## src/rtl/odgp_pkg.sv

```systemverilog
package odgp_pkg;

  // Field offsets inside one pin lane. Bench and checker rely on these positions.
  localparam int unsigned OFS_DIR  = 0;
  localparam int unsigned OFS_DIRM = 1;
  localparam int unsigned OFS_VAL  = 2;
  localparam int unsigned OFS_VALM = 3;
  localparam int unsigned OFS_IN   = 4;
  localparam int unsigned OFS_PUD  = 5;
  localparam int unsigned MIN_LANE = 6;

  // Masked field update: take the new bit only when its enable is set.
  function automatic logic pick_field(input logic cur, input logic nxt, input logic en);
    return en ? nxt : cur;
  endfunction

  // Absolute bit index of a field in a given pin lane.
  function automatic int unsigned lane_bit(input int unsigned pin,
                                           input int unsigned lane_w,
                                           input int unsigned ofs);
    return pin * lane_w + ofs;
  endfunction

endpackage

```

## src/rtl/odgp_lane.sv

```systemverilog
module odgp_lane
  import odgp_pkg::*;
#(
  parameter int unsigned LANE_W = 8
) (
  input  logic              clk,
  input  logic              rst_n,
  input  logic              wr_en,
  input  logic [LANE_W-1:0] lane_wr,
  output logic              dir_q,
  output logic              val_q,
  output logic              pud_q,
  output logic              dir_upd,
  output logic              val_upd
);

  logic unused_lane;
  assign unused_lane = ^lane_wr;

  // Named events: a write whose enable bit selects this field.
  assign dir_upd = wr_en & lane_wr[OFS_DIRM];
  assign val_upd = wr_en & lane_wr[OFS_VALM];

  always_ff @(posedge clk) begin
    if (!rst_n) begin
      dir_q <= 1'b0;
      val_q <= 1'b0;
      pud_q <= 1'b0;
    end else if (wr_en) begin
      dir_q <= pick_field(dir_q, lane_wr[OFS_DIR], lane_wr[OFS_DIRM]);
      val_q <= pick_field(val_q, lane_wr[OFS_VAL], lane_wr[OFS_VALM]);
      pud_q <= lane_wr[OFS_PUD];
    end
  end

endmodule

```

## src/rtl/odgp_sync.sv

```systemverilog
module odgp_sync #(
  parameter int unsigned STAGES = 2
) (
  input  logic clk,
  input  logic rst_n,
  input  logic d,
  output logic q
);

  logic [STAGES-1:0] chain;

  always_ff @(posedge clk) begin
    if (!rst_n) chain <= '0;
    else        chain <= {chain[STAGES-2:0], d};
  end

  assign q = chain[STAGES-1];

endmodule

```

## src/rtl/odgpio_pair.sv

```systemverilog
module odgpio_pair
  import odgp_pkg::*;
#(
  parameter int unsigned NUM_PINS    = 2,
  parameter int unsigned LANE_W      = 8,
  parameter int unsigned SYNC_STAGES = 2,
  parameter int unsigned DATA_W      = 32
) (
  input  logic              clk,
  input  logic              rst_n,
  input  logic              wr_en,
  input  logic [DATA_W-1:0] wr_data,
  output logic [DATA_W-1:0] rd_data,
  input  logic [NUM_PINS-1:0] pin_in,
  output logic [NUM_PINS-1:0] pin_oe,
  output logic [NUM_PINS-1:0] pin_out,
  output logic [NUM_PINS-1:0] pin_pud
);

  localparam int unsigned USED_W = NUM_PINS * LANE_W;

  initial begin
    if (USED_W > DATA_W || LANE_W < MIN_LANE || SYNC_STAGES < 2)
      $error("odgpio_pair: parameter set does not fit the control word");
  end

  logic [NUM_PINS-1:0] dir_q, val_q, pud_q, in_sync;
  logic [NUM_PINS-1:0] dir_upd, val_upd;

  logic unused_wr;
  assign unused_wr = ^wr_data;

  for (genvar p = 0; p < NUM_PINS; p++) begin : g_pin
    odgp_lane #(.LANE_W(LANE_W)) lane_i (
      .clk     (clk),
      .rst_n   (rst_n),
      .wr_en   (wr_en),
      .lane_wr (wr_data[p*LANE_W +: LANE_W]),
      .dir_q   (dir_q[p]),
      .val_q   (val_q[p]),
      .pud_q   (pud_q[p]),
      .dir_upd (dir_upd[p]),
      .val_upd (val_upd[p])
    );

    odgp_sync #(.STAGES(SYNC_STAGES)) sync_i (
      .clk   (clk),
      .rst_n (rst_n),
      .d     (pin_in[p]),
      .q     (in_sync[p])
    );
  end

  // Open-drain pad control: enable follows direction, level follows stored value.
  assign pin_oe  = dir_q;
  assign pin_out = val_q;
  assign pin_pud = pud_q;

  // Read word: enable bits and unused bits stay 0.
  always_comb begin
    rd_data = '0;
    for (int p = 0; p < NUM_PINS; p++) begin
      rd_data[lane_bit(p, LANE_W, OFS_DIR)] = dir_q[p];
      rd_data[lane_bit(p, LANE_W, OFS_VAL)] = val_q[p];
      rd_data[lane_bit(p, LANE_W, OFS_IN)]  = in_sync[p];
      rd_data[lane_bit(p, LANE_W, OFS_PUD)] = pud_q[p];
    end
  end

endmodule

```

## config.mk

```make
export PLATFORM = sky130hd
export DESIGN_NAME = odgpio_pair
export DESIGN_NICKNAME = d
export VERILOG_FILES = /design/src/rtl/odgp_pkg.sv /design/src/rtl/odgp_lane.sv /design/src/rtl/odgp_sync.sv /design/src/rtl/odgpio_pair.sv
export SDC_FILE = /design/constraint.sdc
export NUM_CORES = 1
export LEC_CHECK = 0
export BUFFER_PORTS_ARGS = -buffer_cell sky130_fd_sc_hd__buf_4
export CAP_MARGIN = 20
export CORE_ASPECT_RATIO = 0.75
export CORE_MARGIN = 1
export CORE_UTILIZATION = 35
export CTS_CLUSTER_SIZE = 20
export DETAILED_ROUTE_END_ITERATION = 10
export HOLD_SLACK_MARGIN = 0.05
export PLACE_DENSITY = 0.9
export SETUP_SLACK_MARGIN = 0.02
export SLEW_MARGIN = 30
export SYNTH_ARGS = -nofsm -noshare
export SYNTH_HDL_FRONTEND = slang
export SYNTH_SLANG_ARGS = --single-unit
```

## constraint.sdc

```tcl
create_clock -name clk -period 1 [get_ports clk]
set_input_delay 0.1 -clock clk [delete_from_list [all_inputs] [get_ports clk]]
set_output_delay 0.1 -clock clk [all_outputs]
set_load 0.05 [all_outputs]
```

# Word-level counts from Yosys, hierarchy flattened
# Index checks and enable logic that the tools add are counted.
[classes]
reduce_logical = 4
[op_table]
columns = ["cell", "count"]
rows = [
  ["$reduce_and A2 Y1", 4],
]
[word_totals]
out_inout_bits = 38
register_bits = 10

# Longest topological paths before layout
# Gate-level depths: netlist of run 1.
[logic_depth]
ltp_word = 1
depth_mapped = 3

# Cells and area by module
# A second synthesis of run 1 with hierarchy kept.
[hier_totals]
hier_cells = 65
hier_area_um2 = 591.8
[by_module_without_submodules]
columns = ["mod", "seq_area_each_um2", "cells_each", "instances", "area_per_inst_um2"]
rows = [
  ["odgp_lane", 60.1, 13, 2, 128.9],
  ["odgpio_pair", 0.0, 31, 1, 229.0],
  ["odgp_sync", 40.0, 4, 2, 52.6],
]

# Least setup slack after synthesis of run 1
# OpenSTA, ideal clock, no wires.
[synth_path]
kind = "register -> output"
start = "register g_pin[0].lane_i.dir_q"
end = "output pin_oe[0]"
arrival_ns = 0.514
t_required_ns = 0.900
n_path_buf = 1
path_stages_with_launch = 2
path_slack_ns = 0.386
path_cell_list = "dfxtp_1 > buf_4"
[synth_rtl]
columns = ["element", "line_no", "source"]
rows = [
  ["start: declaration", "odgp_lane.sv:10", "output logic dir_q,"],
  ["start signal: assignment", "odgp_lane.sv:30", "dir_q <= pick_field(dir_q, lane_wr[OFS_DIR], lane_wr[OFS_DIRM]);"],
  ["end: declaration", "odgpio_pair.sv:15", "output logic [NUM_PINS-1:0] pin_oe,"],
]
# No word-level cell between the ends.

# Final worst setup path of run 1
[layout_path]
start = "register g_pin[1].lane_i.pud_q"
end = "output rd_data[13]"
[layout_rtl]
columns = ["element", "line_no", "source"]
rows = [
  ["start: declaration", "odgp_lane.sv:12", "output logic pud_q,"],
  ["start signal: assignment", "odgp_lane.sv:32", "pud_q <= lane_wr[OFS_PUD];"],
  ["end: declaration", "odgpio_pair.sv:13", "output logic [DATA_W-1:0] rd_data,"],
]
# No word-level cell between the ends.

==> results of run 1 <==
## cell families after synthesis
group                  share of synthesized area, %
muxes                                         9.196
and+or+nand+nor                               13.41
buffers and inverters                         46.17
other                                        0.5742
DFF                                           30.65
## cell usage after synthesis, drive strengths merged
| master | n | area, sq um |
|---|---|---|
| conb | 1 | 3.750 |
| buf | 40 | 301.5 |
| mux2i | 6 | 60.06 |
| nand2 | 12 | 45.04 |
| nor2b | 2 | 12.51 |
| and2 | 4 | 30.03 |
| dfxtp | 10 | 200.2 |
## final timing paths
path	start	cells after the start	to	slack [ns]
hold reg to reg	g_pin[1].sync_i.chain[0]	1	g_pin[1].sync_i.chain[1]	0.45
setup / recovery	g_pin[1].lane_i.pud_q	1	rd_data[13]	0.07
hold / removal	wr_data[10]	3	g_pin[1].lane_i.val_q	0.09
setup reg to reg	g_pin[1].lane_i.pud_q	2	g_pin[1].lane_i.pud_q	0.36
## cell type report
class                   instances  area [sq um]  share of cell area, %
clock buffers                   4         36.28                  4.957
multi-input cells              48         237.7                  32.48
repair buffers                 30         230.2                  31.45
flip-flops and latches         10         200.2                  27.35
well taps                      22         27.53                  3.761
## repair_timing
| action | CTS | global route |
|---|---|---|
| setup endpoints to repair | 0 | 4 |
| hold buffers | 2 | 0 |
| buffers inserted | 0 | 0 |
| endpoints found under the hold margin | 2 | 0 |
## sequential cells by signal (all words and copies together) (netlist names)
| name | cells |
|---|---|
| g_pin.sync_i.chain | 4 |
| g_pin.lane_i.dir_q | 2 |
| g_pin.lane_i.pud_q | 2 |
| g_pin.lane_i.val_q | 2 |
## metal layers
layer / vias to the layer above / track usage [%] / part of all wire, %
li1: 200 / - / -
met1: 179 / 6.335 / 30
met2: 33 / 17.95 / 56
met3: 0 / 8.140 / 14
met4: 0 / 0 / 0
met5: - / 0 / 0
## stage by stage
step / area [sq um] / power, mW / utilization (%) / setup WS (ns) / cells
floorplan: 739.5 / 0.8918 / - / 0.3861 / 98
global placement: 675.6 / 0.8619 / 38.82 / 0.3730 / 108
detailed placement: 675.6 / 0.8675 / 38.82 / 0.3401 / 108
CTS: 732.0 / 1.238 / 42.06 / 0.05006 / 114
global route: 732.0 / 1.281 / 42.06 / 0.01695 / 114
finish: 732.0 / 1.218 / 42.06 / 0.07404 / 114
## where the power goes
| group | switching, mW | total (mW) | internal, mW |
|---|---|---|---|
| clock | 0.135 | 0.356 | 0.221 |
| combinational | 0.337 | 0.433 | 0.0955 |
| sequential | 0.0112 | 0.430 | 0.419 |
==> impl_results.md, run 1 <==
* Die Y-Extent at 39.41 microns
* Most frequent cells in the layout: 28 x buf_4, 24 x conb_1, 12 x nand2_1
* CTS tree: done
* Seq/Total Area, Yosys at 30.65%
* Share of cells above drive strength 1 at 39.13%
* Max Fclk at 1080 MHz
* Fillers at 180
* Port Buffers at 28
* Clk_skew at 0.0001322 ns
* Final worst-path cycle share at 92.60%
* Die X at 51.88 microns
* Number of global-route vias before repair at 293
* Fin crit period at 0.9260 ns
* Overall global routing resource usage at 8.824%
* DRT iter0 DRCs at 0
* Max VDD drop at 0.0006640 V
* Sink Count at 10
* Routed wire length at 895 microns
* Slowest stage cell, crit path: dfxtp_1
* Syn Inst Count at 75
* CP Class: reg -> out
* Max-slew violations at 0
* Via-to-Cell Ratio at 3.614
* First-pass GRT wire length at 1179 microns
* Post-Synthesis Mean Instance Area at 8.708 sq um
* Vias post-DR at 412
* Status: finished clean
* Pleak at 0.4125 nW
* Most common library cell in the layout ignoring fill and taps: buf_4
* Gpl congestion at 0.5989
* Grt total ovfl at 0
* CTS Root Cell: clkbuf_4
* Num CTS Buffers at 3
* Worst-case clock buffer depth at 2
* Largest net degree at the start of global routing at 15
* Wirelength per Cell at 7.851 microns
* N_diodes at 0
* Layout Nets at 130
* Die Area at 0.002045 sq mm
* Fin Setup TNS at 0 ns
* Worst-path clk slew at 0.07 ns
* Final ANT Viol Nets at 0
* Min Hold Slack at 0.08880 ns
* # IOs at 75
* Final Hold Fails at 0
* RSZ-0062 raised after global routing: true
* Pre-Repair DR Iteration Count at 1
* Clock latency on the worst-skew pair at 0.26 ns
* DRC violations left at 0
* Req. time, crit path at 0.90 ns
* Worst-path cell chain: buf_4
* Final setup viols at 0
* Worst-path maximum fanout at 3
* P&R area growth vs syn at 12.07%
* Slowest Stage Delay on Critical Path at 0.36 ns
* Crit end category: output pin
* CTS H-tree depth at 1
* CP Data Arrival Time at 0.83 ns
* FF+latch count, synth at 10
* Initial antenna violation count at 0
* Worst Hold Class: in -> reg
* Resize count post-CTS at 0
* Worst Path Buf+Inv at 1
* Warnings from Yosys at 0
* Initial core utilization at 37.53%
* Max Cap Viol at 0
* Synthesized area at 653.1 sq um
* Pwr Density at 1665 mW/mm^2
* Site row count at 13
* Crit-path leading delay family: flip-flops
* Synth unique cells at 9
* Core area at 0.001740 sq mm
* Startpoint types: flip-flop
No activity file was read; power rests on OpenSTA's default activity.
==> inputs of run 2 (changes only) <==
Settings changed: CORE_UTILIZATION 35 to 33, SYNTH_HIERARCHICAL from default to 1.
==> impl_results.md, run 2 <==
* Status: finished clean (unchanged)
* Most frequent cells in the layout: 28 x buf_4, 24 x conb_1, 6 x dfxtp_2 (was 28 x buf_4, 24 x conb_1, 12 x nand2_1)
* Worst Path Buf+Inv at 1 (unchanged)
* Port Buffers at 28 (unchanged)
* Req. time, crit path at 0.90 ns (about the same)
* Synth unique cells at 10 (was 9)
* RSZ-0062 raised after global routing: false (was true)
* Routed wire length at 906 microns (was 895 microns)
* Multi-input logic area at 252.7 sq um (was 237.7 sq um)
* Grt total ovfl at 0 (unchanged)
* Share of cells above drive strength 1 at 50.00% (was 39.13%)
* Placed cell area at 696.9 sq um (was 675.6 sq um)
* Site row count at 12 (was 13)
* Crit-path leading delay family: flip-flops (unchanged)
* N_diodes at 0 (unchanged)
* Seq/Total Area, Yosys at 33.83% (was 30.65%)
* # IOs at 75 (unchanged)
* Max VDD drop at 0.0008914 V (was 0.0006640 V)
* Resize count post-CTS at 0 (unchanged)
* Post-synth ARST share at 0% (unchanged)
* Synth top area share at 38.05% (was 43.68%)
* Slowest stage cell, crit path: dfxtp_2 (was dfxtp_1)
* Final Hold Fails at 0 (unchanged)
* Largest register FFs at 4 (unchanged)
* Num CTS Buffers at 3 (unchanged)
* Sw frac at 39.04% (was 39.68%)
* Met2 Usage GRT at 18.75% (was 17.95%)
* Max Cap Viol at 0 (unchanged)
* Warnings from Yosys at 6 (was 0)
* CP Data Arrival Time at 0.79 ns (was 0.83 ns)
* Pleak at 0.3930 nW (was 0.4125 nW)
* Die Area at 0.001969 sq mm (was 0.002045 sq mm)
* RR Endpoint: g_pin[0].lane_i/pud_q (was g_pin[1].lane_i.pud_q)
* Net switching power at 0.4719 mW (was 0.4835 mW)
* Most common library cells after synthesis: 30 x buf_4, 10 x dfxtp_1 (was 38 x buf_4, 12 x nand2_1, 10 x dfxtp_1, 6 x mux2i_1, 4 x and2_2)
* Synthesized area at 591.8 sq um (was 653.1 sq um)
* Fin Setup TNS at 0 ns (unchanged)
* Sequential cell area at 207.7 sq um (was 200.2 sq um)
* Pwr Density at 1605 mW/mm^2 (was 1665 mW/mm^2)
* Final setup viols at 0 (unchanged)
* Post-synth EDFFs at 0 (unchanged)
* Clock share of power at 28.4% (was 29.2%)
* FF+latch count, synth at 10 (unchanged)
* Post-Synthesis Mean Instance Area at 9.105 sq um (was 8.708 sq um)
* Internal Dissipation at 0.7367 mW (was 0.7350 mW)
* Startpoint types: flip-flop (unchanged)
* Critical path depth at 1 (unchanged)
* Max-slew violations at 0 (unchanged)
* R2R Path Start: g_pin[0].lane_i/pud_q (was g_pin[1].lane_i.pud_q)
* P&R area growth vs syn at 27.27% (was 12.07%)
* Sink Count at 10 (unchanged)
* GR peak layer: met2 (unchanged)
* First-pass GRT wire length at 1269 microns (was 1179 microns)
* Crit end category: output pin (unchanged)
* Gpl congestion at 0.6968 (was 0.5989)
* CTS tree: done (unchanged)
* M3 GR Usage at 7.059% (was 8.140%)
* Fin crit period at 0.8900 ns (was 0.9260 ns)
* Worst Hold Class: in -> reg (unchanged)
* Most common library cell in the layout ignoring fill and taps: buf_4 (unchanged)
* Worst-case clock buffer depth at 2 (unchanged)
* Syn Inst Count at 65 (was 75)
* Vias post-DR at 417 (was 412)
* Initial core utilization at 37.54% (was 37.53%)
* Clock latency on the worst-skew pair at 0.26 ns (about the same)
* Crit path to: pin_pud[1] (was rd_data[13])
* Fin area at 753.2 sq um (was 732.0 sq um)
* Setup bufs post-CTS at 0 (unchanged)
* Final worst-path cycle share at 89.00% (was 92.60%)
* Overall global routing resource usage at 9.479% (was 8.824%)
* CTS H-tree depth at 1 (unchanged)
* Slowest Stage Delay on Critical Path at 0.34 ns (was 0.36 ns)
* Area leader, netlist: buf_4 (unchanged)
* Hold wc startpoint: wr_data[2] (was wr_data[10])
* DRT iter0 DRCs at 1 (was 0)
* Via-to-Cell Ratio at 3.690 (was 3.614)
* Largest net degree at the start of global routing at 15 (unchanged)
* DRC violations left at 0 (unchanged)
* Most flops, register: g_pin.sync_i/chain (was g_pin.sync_i.chain)
* Worst-path cell chain: buf_4 (unchanged)
* Top_reg_cell synth: dfxtp_1 (unchanged)
* Synth area leaders: buf_4 38%, dfxtp_1 34%, o21ai_2 5.9%, and2_2 5.1%, and2_1 4.2% (was buf_4 44%, dfxtp_1 31%, mux2i_1 9.2%, nand2_1 6.9%, and2_2 4.6%)
* Register share of total power at 35.7% (was 35.3%)
* Core area at 0.001577 sq mm (was 0.001740 sq mm)
* Die Y-Extent at 38.68 microns (was 39.41 microns)
* Layout Nets at 130 (unchanged)
* Clk_skew at 0.00004569 ns (was 0.0001322 ns)
* Wirelength per Cell at 8.018 microns (was 7.851 microns)
* Number of global-route vias before repair at 319 (was 293)
* Met1 GRT Util at 7.534% (was 6.335%)
* Count leader, synth: buf_4 (unchanged)
* Fillers at 156 (was 180)
* Max Fclk at 1124 MHz (was 1080 MHz)
* CP Class: reg -> out (unchanged)
* Worst-path clk slew at 0.06 ns (was 0.07 ns)
* Die X at 50.90 microns (was 51.88 microns)
* Combinational Power Share at 35.8% (was 35.5%)
* Pre-Repair DR Iteration Count at 4 (was 1)
* Worst-path maximum fanout at 3 (unchanged)
* Worst r2r path cells at 2 (unchanged)
* CTS Root Cell: clkbuf_4 (unchanged)
* Final ANT Viol Nets at 0 (unchanged)
* Initial antenna violation count at 0 (unchanged)
* R2r setup slk at 0.39 ns (was 0.36 ns)
* Hold Buf Count CTS at 2 (unchanged)
* Worst Setup SP: g_pin[1].lane_i/pud_q (was g_pin[1].lane_i.pud_q)
## run 2: changes by cell type in the layout (fill, tap and decap cells not counted), sizes merged
cell	change
nand4	+4
and2	+4
nand2	-8
o21ai	+4
mux2i	-4
## run 2: stage by stage
step                      setup slack, ns  power [mW]  utilization, %  hold WS, ns  std cells
after CTS                         0.09098       1.226           47.78      0.08348        113
after detailed placement           0.3701      0.8683           44.21       0.3045        107
after global routing              0.06771       1.270           47.78      0.09788        113
after floorplan                    0.1712      0.8574               -       0.2217         88
after global placement             0.3902      0.8645           44.21       0.3022        107
final                              0.1100       1.209           47.78      0.09184        113
## run 2: worst min path at each step
| stage | to | slack, ns | depth (start not counted) |
|---|---|---|---|
| after floorplan | g_pin[0].sync_i/chain[0] | 0.22 | 1 |
| after global placement | g_pin[1].sync_i/chain[0] | 0.30 | 2 |
| after detailed placement | g_pin[0].sync_i/chain[0] | 0.30 | 2 |
| after CTS | g_pin[0].lane_i/val_q | 0.08 | 3 |
| after global routing | g_pin[0].lane_i/pud_q | 0.1 | 3 |
| final | g_pin[0].lane_i/val_q | 0.09 | 3 |
## run 2: power by group through the flow
stage	Sequential [mW]	Combinational [mW]	Clock (mW)
after global placement	0.440	0.424	0
after global routing	0.434	0.452	0.383
final	0.432	0.433	0.344
after floorplan	0.495	0.362	0
after CTS	0.432	0.433	0.361
after detailed placement	0.441	0.427	0
## run 2: logic make-up after synthesis
group	count (synthesis)	synth area share [%]
AO/OA/AOI/OAI	4	5.919
buffers and inverters	30	38.06
flip-flops	10	33.83
multiplexers	2	3.383
other	1	0.6336
AND/OR/NAND/NOR	18	18.18
## run 2: metal layers
| metal | part of all wire (%) | vias up |
|---|---|---|
| met4 | 0 | 0 |
| met2 | 57 | 22 |
| met3 | 8.5 | 0 |
| li1 | - | 209 |
| met5 | 0 | - |
| met1 | 34 | 186 |
## run 2: layout make-up
class	count	share of cell area, %
Multi-Input combinational cell	48	33.55
Clock buffer	4	4.817
Tap cell	21	3.488
Sequential cell	10	27.57
Timing Repair Buffer	30	30.56
